### src/rtl/srx_pkg.sv
package srx_pkg;

  typedef enum logic [2:0] {
    S_IDLE,
    S_START,
    S_DATA,
    S_PAR,
    S_STOP
  } rx_state_e;

  typedef struct packed {
    logic [1:0] len;
    logic       par_en;
    logic       par_even;
  } rx_cfg_t;

  localparam int ERR_PAR = 0;
  localparam int ERR_FRM = 1;
  localparam int ERR_BRK = 2;

  function automatic logic [3:0] len_to_bits(input logic [1:0] code);
    return 4'd5 + {2'b00, code};
  endfunction

endpackage

### src/rtl/srx_sync.sv
module srx_sync #(
  parameter int STAGES = 2
) (
  input  logic clk,
  input  logic rst_n,
  input  logic d,
  output logic q
);

  logic [STAGES-1:0] chain_q;

  always_ff @(posedge clk or negedge rst_n) begin
    if (!rst_n) chain_q <= '0;
    else        chain_q <= {chain_q[STAGES-2:0], d};
  end

  assign q = chain_q[STAGES-1];

endmodule

### src/rtl/srx_bit_timer.sv
module srx_bit_timer #(
  parameter int OVERSAMPLE = 16
) (
  input  logic clk,
  input  logic rst_n,
  input  logic tick,
  input  logic restart,
  output logic at_mid,
  output logic at_end
);

  localparam int CNT_W = $clog2(OVERSAMPLE);
  localparam logic [CNT_W-1:0] MID_CNT  = CNT_W'(OVERSAMPLE / 2 - 1);
  localparam logic [CNT_W-1:0] LAST_CNT = CNT_W'(OVERSAMPLE - 1);

  logic [CNT_W-1:0] cnt_q, cnt_d;

  always_comb begin
    cnt_d = cnt_q;
    if (restart)   cnt_d = '0;
    else if (tick) cnt_d = cnt_q + 1'b1;
  end

  always_ff @(posedge clk or negedge rst_n) begin
    if (!rst_n) cnt_q <= '0;
    else        cnt_q <= cnt_d;
  end

  assign at_mid = tick && (cnt_q == MID_CNT);
  assign at_end = tick && (cnt_q == LAST_CNT);

  // count moves only on an enable pulse or a restart
  a_r9_timer_hold: assert property (@(posedge clk) disable iff (!rst_n)
    (!tick && !restart) |=> $stable(cnt_q));

endmodule

### src/rtl/srx_deser.sv
module srx_deser #(
  parameter int DATA_W = 8
) (
  input  logic              clk,
  input  logic              rst_n,
  input  logic              clear,
  input  logic              shift_en,
  input  logic              par_stb,
  input  logic              bit_in,
  output logic [DATA_W-1:0] shreg,
  output logic              acc,
  output logic              all_zero
);

  logic [DATA_W-1:0] shreg_q, shreg_d;
  logic              acc_q, acc_d;
  logic              zero_q, zero_d;

  always_comb begin
    shreg_d = shreg_q;
    acc_d   = acc_q;
    zero_d  = zero_q;
    if (clear) begin
      shreg_d = '0;
      acc_d   = 1'b0;
      zero_d  = 1'b1;
    end else if (shift_en) begin
      shreg_d = {bit_in, shreg_q[DATA_W-1:1]};
      acc_d   = acc_q ^ bit_in;
      zero_d  = zero_q & ~bit_in;
    end else if (par_stb) begin
      acc_d   = acc_q ^ bit_in;
      zero_d  = zero_q & ~bit_in;
    end
  end

  always_ff @(posedge clk or negedge rst_n) begin
    if (!rst_n) begin
      shreg_q <= '0;
      acc_q   <= 1'b0;
      zero_q  <= 1'b1;
    end else begin
      shreg_q <= shreg_d;
      acc_q   <= acc_d;
      zero_q  <= zero_d;
    end
  end

  assign shreg    = shreg_q;
  assign acc      = acc_q;
  assign all_zero = zero_q;

  // a one bit clears the all-zero tracker until the next clear
  a_r6_zero_sticky: assert property (@(posedge clk) disable iff (!rst_n)
    (!clear && !zero_q) |=> !zero_q);

endmodule

### src/rtl/serial_rx_front.sv
module serial_rx_front #(
  parameter int OVERSAMPLE  = 16,
  parameter int SYNC_STAGES = 2,
  parameter int DATA_W      = 8
) (
  input  logic              clk,
  input  logic              rst_n,
  input  logic              rx_line,
  input  logic              tick_16x,
  input  logic [1:0]        word_len,
  input  logic              par_en,
  input  logic              par_even,
  output logic [DATA_W-1:0] rx_data,
  output logic              rx_valid,
  output logic [2:0]        rx_err
);
  import srx_pkg::*;

  localparam int BIDX_W = $clog2(DATA_W + 1);
  localparam logic [BIDX_W-1:0] DW = BIDX_W'(DATA_W);

  logic line_s;
  logic at_mid, at_end, tmr_restart;
  logic des_clear, des_shift, des_par;
  logic [DATA_W-1:0] shreg;
  logic acc, all_zero;

  rx_state_e         state_q, state_d;
  rx_cfg_t           cfg_q, cfg_d;
  logic [BIDX_W-1:0] bidx_q, bidx_d;
  logic              prev_q, prev_d;
  logic [DATA_W-1:0] data_q, data_d;
  logic [2:0]        err_q, err_d;
  logic              valid_q, valid_d;
  logic [BIDX_W-1:0] nbits;

  srx_sync #(.STAGES(SYNC_STAGES)) u_sync (
    .clk(clk), .rst_n(rst_n), .d(rx_line), .q(line_s));

  srx_bit_timer #(.OVERSAMPLE(OVERSAMPLE)) u_timer (
    .clk(clk), .rst_n(rst_n), .tick(tick_16x), .restart(tmr_restart),
    .at_mid(at_mid), .at_end(at_end));

  srx_deser #(.DATA_W(DATA_W)) u_deser (
    .clk(clk), .rst_n(rst_n), .clear(des_clear), .shift_en(des_shift),
    .par_stb(des_par), .bit_in(line_s), .shreg(shreg), .acc(acc),
    .all_zero(all_zero));

  assign nbits = BIDX_W'(len_to_bits(cfg_q.len));

  always_comb begin
    state_d     = state_q;
    cfg_d       = cfg_q;
    bidx_d      = bidx_q;
    prev_d      = tick_16x ? line_s : prev_q;
    data_d      = data_q;
    err_d       = err_q;
    valid_d     = 1'b0;
    tmr_restart = 1'b0;
    des_clear   = 1'b0;
    des_shift   = 1'b0;
    des_par     = 1'b0;
    unique case (state_q)
      S_IDLE: begin
        if (tick_16x && prev_q && !line_s) begin
          state_d     = S_START;
          tmr_restart = 1'b1;
        end
      end
      S_START: begin
        if (at_mid) begin
          if (!line_s) begin
            state_d     = S_DATA;
            tmr_restart = 1'b1;
            des_clear   = 1'b1;
            bidx_d      = '0;
            cfg_d       = '{len: word_len, par_en: par_en, par_even: par_even};
          end else begin
            state_d = S_IDLE;
          end
        end
      end
      S_DATA: begin
        if (at_end) begin
          des_shift   = 1'b1;
          tmr_restart = 1'b1;
          if (bidx_q == nbits - 1'b1) state_d = cfg_q.par_en ? S_PAR : S_STOP;
          else                        bidx_d  = bidx_q + 1'b1;
        end
      end
      S_PAR: begin
        if (at_end) begin
          des_par     = 1'b1;
          tmr_restart = 1'b1;
          state_d     = S_STOP;
        end
      end
      S_STOP: begin
        if (at_end) begin
          state_d          = S_IDLE;
          valid_d          = 1'b1;
          data_d           = shreg >> (DW - nbits);
          err_d[ERR_PAR]   = cfg_q.par_en & (acc ^ ~cfg_q.par_even);
          err_d[ERR_FRM]   = ~line_s;
          err_d[ERR_BRK]   = all_zero & ~line_s;
        end
      end
      default: state_d = S_IDLE;
    endcase
  end

  always_ff @(posedge clk or negedge rst_n) begin
    if (!rst_n) begin
      state_q <= S_IDLE;
      cfg_q   <= '0;
      bidx_q  <= '0;
      prev_q  <= 1'b0;
      data_q  <= '0;
      err_q   <= '0;
      valid_q <= 1'b0;
    end else begin
      state_q <= state_d;
      cfg_q   <= cfg_d;
      bidx_q  <= bidx_d;
      prev_q  <= prev_d;
      data_q  <= data_d;
      err_q   <= err_d;
      valid_q <= valid_d;
    end
  end

  assign rx_data  = data_q;
  assign rx_err   = err_q;
  assign rx_valid = valid_q;

  // strobe lasts a single clock
  a_r7_single_pulse: assert property (@(posedge clk) disable iff (!rst_n)
    rx_valid |=> !rx_valid);

  // no state change without an enable pulse
  a_r9_tick_gate: assert property (@(posedge clk) disable iff (!rst_n)
    !tick_16x |=> $stable(state_q));

  // high line at the start-bit centre returns to idle
  a_r2_false_start: assert property (@(posedge clk) disable iff (!rst_n)
    (state_q == S_START && at_mid && line_s) |=> (state_q == S_IDLE));

  // no new start until the line was seen high
  a_r8_rearm: assert property (@(posedge clk) disable iff (!rst_n)
    (state_q == S_IDLE && !prev_q) |=> (state_q == S_IDLE));

  // a break always carries a framing error
  a_r6_break_framing: assert property (@(posedge clk) disable iff (!rst_n)
    (rx_valid && rx_err[ERR_BRK]) |-> rx_err[ERR_FRM]);

  // parity flag stays clear without parity
  a_r4_no_parity_flag: assert property (@(posedge clk) disable iff (!rst_n)
    (rx_valid && !cfg_q.par_en) |-> !rx_err[ERR_PAR]);

  // top data bit is zero for short words
  a_r3_upper_clear: assert property (@(posedge clk) disable iff (!rst_n)
    (rx_valid && cfg_q.len != 2'b11) |-> !rx_data[DATA_W-1]);

endmodule

### config.mk
export PLATFORM = sky130hd
export DESIGN_NAME = serial_rx_front
export DESIGN_NICKNAME = d
export VERILOG_FILES = /design/src/rtl/srx_pkg.sv /design/src/rtl/srx_sync.sv /design/src/rtl/srx_bit_timer.sv /design/src/rtl/srx_deser.sv /design/src/rtl/serial_rx_front.sv
export SDC_FILE = /design/constraint.sdc
export NUM_CORES = 1
export LEC_CHECK = 0
export BUFFER_PORTS_ARGS = -buffer_cell sky130_fd_sc_hd__buf_2
export CELL_PAD_IN_SITES_DETAIL_PLACEMENT = 1
export CELL_PAD_IN_SITES_GLOBAL_PLACEMENT = 2
export CORE_MARGIN = 3
export CORE_UTILIZATION = 35
export DETAILED_ROUTE_END_ITERATION = 16
export PLACE_DENSITY_LB_ADDON = 0.1
export SLEW_MARGIN = 20
export SYNTH_ARGS = -nofsm -noshare
export SYNTH_HDL_FRONTEND = slang
export SYNTH_SLANG_ARGS = --single-unit
### constraint.sdc
create_clock -name clk -period 4 [get_ports clk]
set_input_delay 0.4 -clock clk [delete_from_list [all_inputs] [get_ports clk]]
set_output_delay 0.4 -clock clk [all_outputs]
set_load 0.1 [all_outputs]
After elaboration in Yosys (flattened, before gate mapping)
Cells that the tools add are included.

Add/subtract/negate cells: 5. Equality and inequality tests: 15. Shift operators: 1. Mux-type cells: 33. Bitwise gates (word level): 6. Reduce and logical (&&, ||, !) cells: 15.

Operators by type and width (number): 2-to-1 mux 4 bit (6); 2-to-1 mux 3 bit (7); 2-to-1 mux 8 bit (2); inequality test 2 bit, second input constant (8); one-hot mux 3 bit (5 select lines) (1); 2-to-1 mux 1 bit (14); adder 4 x 1 -> 4 bit, second input constant (2); one-hot mux 4 bit (2 select lines) (1); >> shifter 8 x 4 -> 8 bit (1); == test 3 x 2 -> 1 bit, second input constant (2); AND reduction 6 bit (1); nonzero test 2 bit (3); AND reduction 5 bit (1); adder 3 x 2 -> 4 bit, first input constant (1); == test 4 x 3 -> 1 bit, second input constant (1); == test 4 bit (1); == test 4 bit, second input constant (1); logical AND 1 bit (4); subtractor 4 x 1 -> 4 bit, second input constant (1); subtractor 4 bit, first input constant (1); == test 3 x 1 -> 1 bit, second input constant (1); == test 3 bit, second input constant (1); logical NOT 3 bit (1); one-hot mux 1 bit (3 select lines) (1); 9 further kinds (12).

Register bits after elaboration: 40. Input port bits: 8. Output and inout port bits: 12. Word-level logic and storage cells: 89.

Logic depth before layout (Yosys ltp)
Word-level depth: 7. Gate-level depth with buffers: 7.

Hierarchy
From an unflattened synthesis, not the netlist that was laid out.

Cells, all modules: 187. Area total of the unflattened synthesis: 2105.8 um^2.

Modules (own cells, without submodules): serial_rx_front (times used 1, cells each 130, area each 1400.1 um^2, seq. area each 600.6 um^2); srx_deser (times used 1, cells each 34, area each 420.4 um^2, seq. area each 251.5 um^2); srx_bit_timer (times used 1, cells each 21, area each 235.2 um^2, seq. area each 100.1 um^2); srx_sync (times used 1, cells each 2, area each 50.0 um^2, seq. area each 50.0 um^2).

Least setup slack after synthesis
No wires, ideal clock.

Path type: register to register. From: register u_timer.cnt_q[0]. To: register data_q[1] (netlist: rx_data[1]). Library setup time: 125 ps. Arrival: 1466 ps. Setup slack: 2409 ps. Cell stages (with the launch flop): 7. Cells stage by stage: dfrtp_1 ha_1 and4_1 buf_4 nand3_2 buf_2 mux2_4.

Word-level cells in the longest chain between the ends: 3.

Ends and longest elaborated chain: from (decl) (RTL line srx_bit_timer.sv:16) `logic [CNT_W-1:0] cnt_q, cnt_d;`; from (signal assigned) (RTL line srx_bit_timer.sv:26) `else cnt_q <= cnt_d;`; == test 4 bit (RTL line srx_bit_timer.sv:30) `assign at_end = tick && (cnt_q == LAST_CNT);`; logical AND 1 bit (RTL line srx_bit_timer.sv:30); AND reduction 2 bit (no line); to (signal assigned) (RTL line serial_rx_front.sv:126) `data_q <= data_d;`; to (decl) (RTL line serial_rx_front.sv:32) `logic [DATA_W-1:0] data_q, data_d;`.

No other way between the ends. A chain may end at the register's enable or synchronous reset.

Final worst setup path
Same ends and word-level chain as after synthesis.

==> impl_metrics.py <==
metrics = {
    "critical_path": {
        "r2r-end": "rx_data[1]",
        "start_kind": "flip-flop",
        "crit_arrival_ns": 2.15,
        "r2r_slack_ns": 2.04,
        "reg2reg_from": "u_timer.cnt_q[0]",
        "crit_end": "rx_data[1]",
        "cp-startpoint": "u_timer.cnt_q[0]",
        "critPathMaxFanout": 21,
        "ff2ff_path_depth": 4,
        "end_kind": "flip-flop",
        "cp.required_ns": 4.19,
        "crit_type": "flip-flop to flip-flop",
    },
    "power_and_ir_drop": {
        "cellPowerDensity_nw_per_um2": 568,
        "p_leak_nw": 1.05,
        "vdd_drop_max_v": 0.000301,
    },
    "sta": {
        "fin_crit_ns": 1.96,
        "finalClockSkew_ns": 0.00610,
        "finalHoldViolations": 0,
        "finalSetupViolations": 0,
        "relSlewSlack": 0.410,
        "period_share": 0.490,
        "max_freq_mhz": 510,
        "grt_setup_unrepaired": "no",
        "slew_violations": 0,
        "worst_pin_slew_ns": 0.885,
        "setup_slack_ns": 2.04,
        "setup_tns_ns": 0,
    },
    "yosys": {
        "syn_inst": 199,
        "synth_seq_cells": 40,
        "syn_nets": 209,
        "synth-seq-area-share": 0.506,
        "syn-mean-instance-area_um2": 9.95,
        "synth.distinct_cells": 40,
        "synthesis.area_um2": 1980,
        "ys_warn_count": 0,
    },
    "worst_hold_path": {
        "holdCritPathClass": "primary input to flip-flop",
    },
    "global_route": {
        "grt_max_degree": 41,
        "gr-usage-all-layers": 0.155,
        "grt_pass1_vias": 1587,
        "grt_use_met3": 0.0466,
        "globalRouteOverflowTotal": 0,
        "grt_pass1_wl_um": 7620,
        "top_usage_layer": "met2",
        "use_met2": 0.261,
        "grtUsageMet1": 0.191,
        "antenna_found_initial": 0,
    },
    "run_status": {
        "outcome": "finished clean",
    },
    "place": {
        "place_ws_ns": 2.01,
        "port_buffers": 19,
        "dp_hpwl_um": 3100,
        "gp_congestion": 0.762,
        "place_area_um2": 2090,
    },
    "final_layout": {
        "fin_area_um2": 2220,
        "n_fill_cell": 631,
        "multi_input_area_um2": 891,
        "antenna_cells": 0,
        "final_nets": 224,
        "register_area_um2": 1000,
        "area.growth.synth_to_final_pct": 11.9,
        "drive_gt1_frac": 0.186,
    },
    "cts": {
        "cts_root_buf": "clkbuf_8",
        "cts_hold_buf": 0,
        "clock-sinks": 40,
        "ctsResizeCount": 0,
        "path_clk_slew_ns": 0.08,
        "insertion_delay_ns": 0.30,
        "ctsLongestPathBuffers": 2,
        "cts_tree": "built",
        "cts_buffers": 5,
        "cts_max_level": 2,
        "post-cts-setup-buffers": 0,
    },
    "floorplan": {
        "std_cell_rows": 26,
        "initial_core_util": 0.374,
        "core_area_um2": 5300,
        "ioPinCount": 20,
        "die_width_um": 81.2,
        "die-area_um2": 6600,
        "dieHeight_um": 81.2,
    },
    "run": {
        "max-cap-violations": 0,
    },
    "detailed_routing": {
        "drt_first_pass_iters": 4,
        "wl_per_cell_um": 15.2,
        "drt_iter0_markers": 92,
        "drc_errors": 0,
        "ant_nets": 0,
        "vias_per_cell": 5.16,
        "finalWirelength_um": 4330,
        "vias": 1470,
    },
}
## cell usage after synthesis (all sizes together)
cell type | number | area share
buf | 8 | 0.028
nand4 | 2 | 0.0063
inv | 5 | 0.0095
nand2b | 3 | 0.0095
xnor2 | 1 | 0.0044
o211ai | 2 | 0.0076
nor3b | 2 | 0.013
xor2 | 6 | 0.027
and2 | 2 | 0.0063
and4bb | 1 | 0.0063
nand2 | 46 | 0.087
mux2 | 6 | 0.036
nor2 | 4 | 0.0076
nor2b | 1 | 0.0032
nor4bb | 1 | 0.0051
and4 | 1 | 0.0044
nand4b | 2 | 0.0088
clkbuf | 3 | 0.0063
o211a | 1 | 0.0051
and3 | 1 | 0.0032
mux2i | 10 | 0.051
a22oi | 1 | 0.0038
o2111ai | 2 | 0.0088
dfstp | 1 | 0.013
o21ai | 15 | 0.038
nand3 | 10 | 0.033
nand4bb | 1 | 0.0057
or3 | 1 | 0.0032
ha | 2 | 0.013
dfrtp | 39 | 0.49
o31ai | 3 | 0.011
a21oi | 10 | 0.025
nor3 | 5 | 0.013
a31o | 1 | 0.0044
## layout by cell type, fill, tap and decap left out, types with 3 or more instances in the layout
cell      count
nor2_1        4
clkbuf_8      6
inv_1         5
xor2_1        6
nand2_1      46
nand3_2       3
nand3_1       7
dfrtp_1      39
mux2i_1      10
nand2b_1      3
mux2_2        5
nor3_1        5
buf_2        19
o31ai_1       3
a21oi_1      10
o21ai_0      15
## how the worst min path moves through the flow
| stage | from | end | slack (ns) | cells past startpoint |
|---|---|---|---|---|
| floorplan | rst_n | bidx_q[0] | 0.10 | 0 |
| global placement | u_sync.chain_q[0] | u_sync.chain_q[1] | 0.33 | 0 |
| detailed placement | u_sync.chain_q[0] | u_sync.chain_q[1] | 0.34 | 0 |
| CTS | rx_line | u_sync.chain_q[0] | 0.19 | 1 |
| global route | rx_line | u_sync.chain_q[0] | 0.18 | 1 |
| finish | rx_line | u_sync.chain_q[0] | 0.20 | 1 |
## cell type report
type | instances | share of cell area
well taps | 70 | 0.0395
flip-flops and latches | 40 | 0.452
multi-input cells | 143 | 0.402
clock inverters | 2 | 0.0175
clock buffers | 6 | 0.0373
inverters | 5 | 0.00847
repair buffers | 19 | 0.0429
## sequential cells by signal, indices dropped and copies added (netlist names)
register	cells
rx_valid	1
u_deser.acc	1
rx_err	3
cfg_q	4
u_sync.chain_q	2
prev_q	1
u_timer.cnt_q	4
state_q	3
u_deser.shreg	8
u_deser.all_zero	1
rx_data	8
bidx_q	4
## cells by family (layout without fill, tap and decap cells)
kind of cell,count (synthesis),in the layout,synth area share
XOR/XNOR,7,7,0.0310
multiplexers,16,16,0.0865
adder cells (fa/ha/maj),2,2,0.0126
flip-flops,40,40,0.506
buffers and inverters,16,32,0.0442
AO/OA/AOI/OAI,35,35,0.104
AND/OR/NAND/NOR,83,83,0.215
## worst max-delay path: stages, from the launching register on
cell and delay [ns]:
dfrtp_1 0.39, ha_1 0.24, and4_1 0.39, nand3_2 0.40, mux2_4 0.42
## metal layers
metal,vias to the layer above,wire length (um)
met5,-,0
met4,0,54
met3,6,157
met2,19,2140
met1,731,1980
li1,714,-
## power by group
group          internal [mW]  total, mW  switching [mW]
Sequential             0.480      0.606           0.126
Clock                  0.204      0.353           0.148
Combinational          0.142      0.301           0.158
## metrics by stage
stage	power, mW	util	instances	hold slack [ns]
after global routing	1.36	0.418	285	0.180
after CTS	1.28	0.418	285	0.186
after detailed placement	0.920	0.395	277	0.342
final	1.26	0.418	285	0.203
after global placement	0.901	0.395	277	0.333
after floorplan	0.832	-	199	0.104
(Power assumes the default switching activity.)
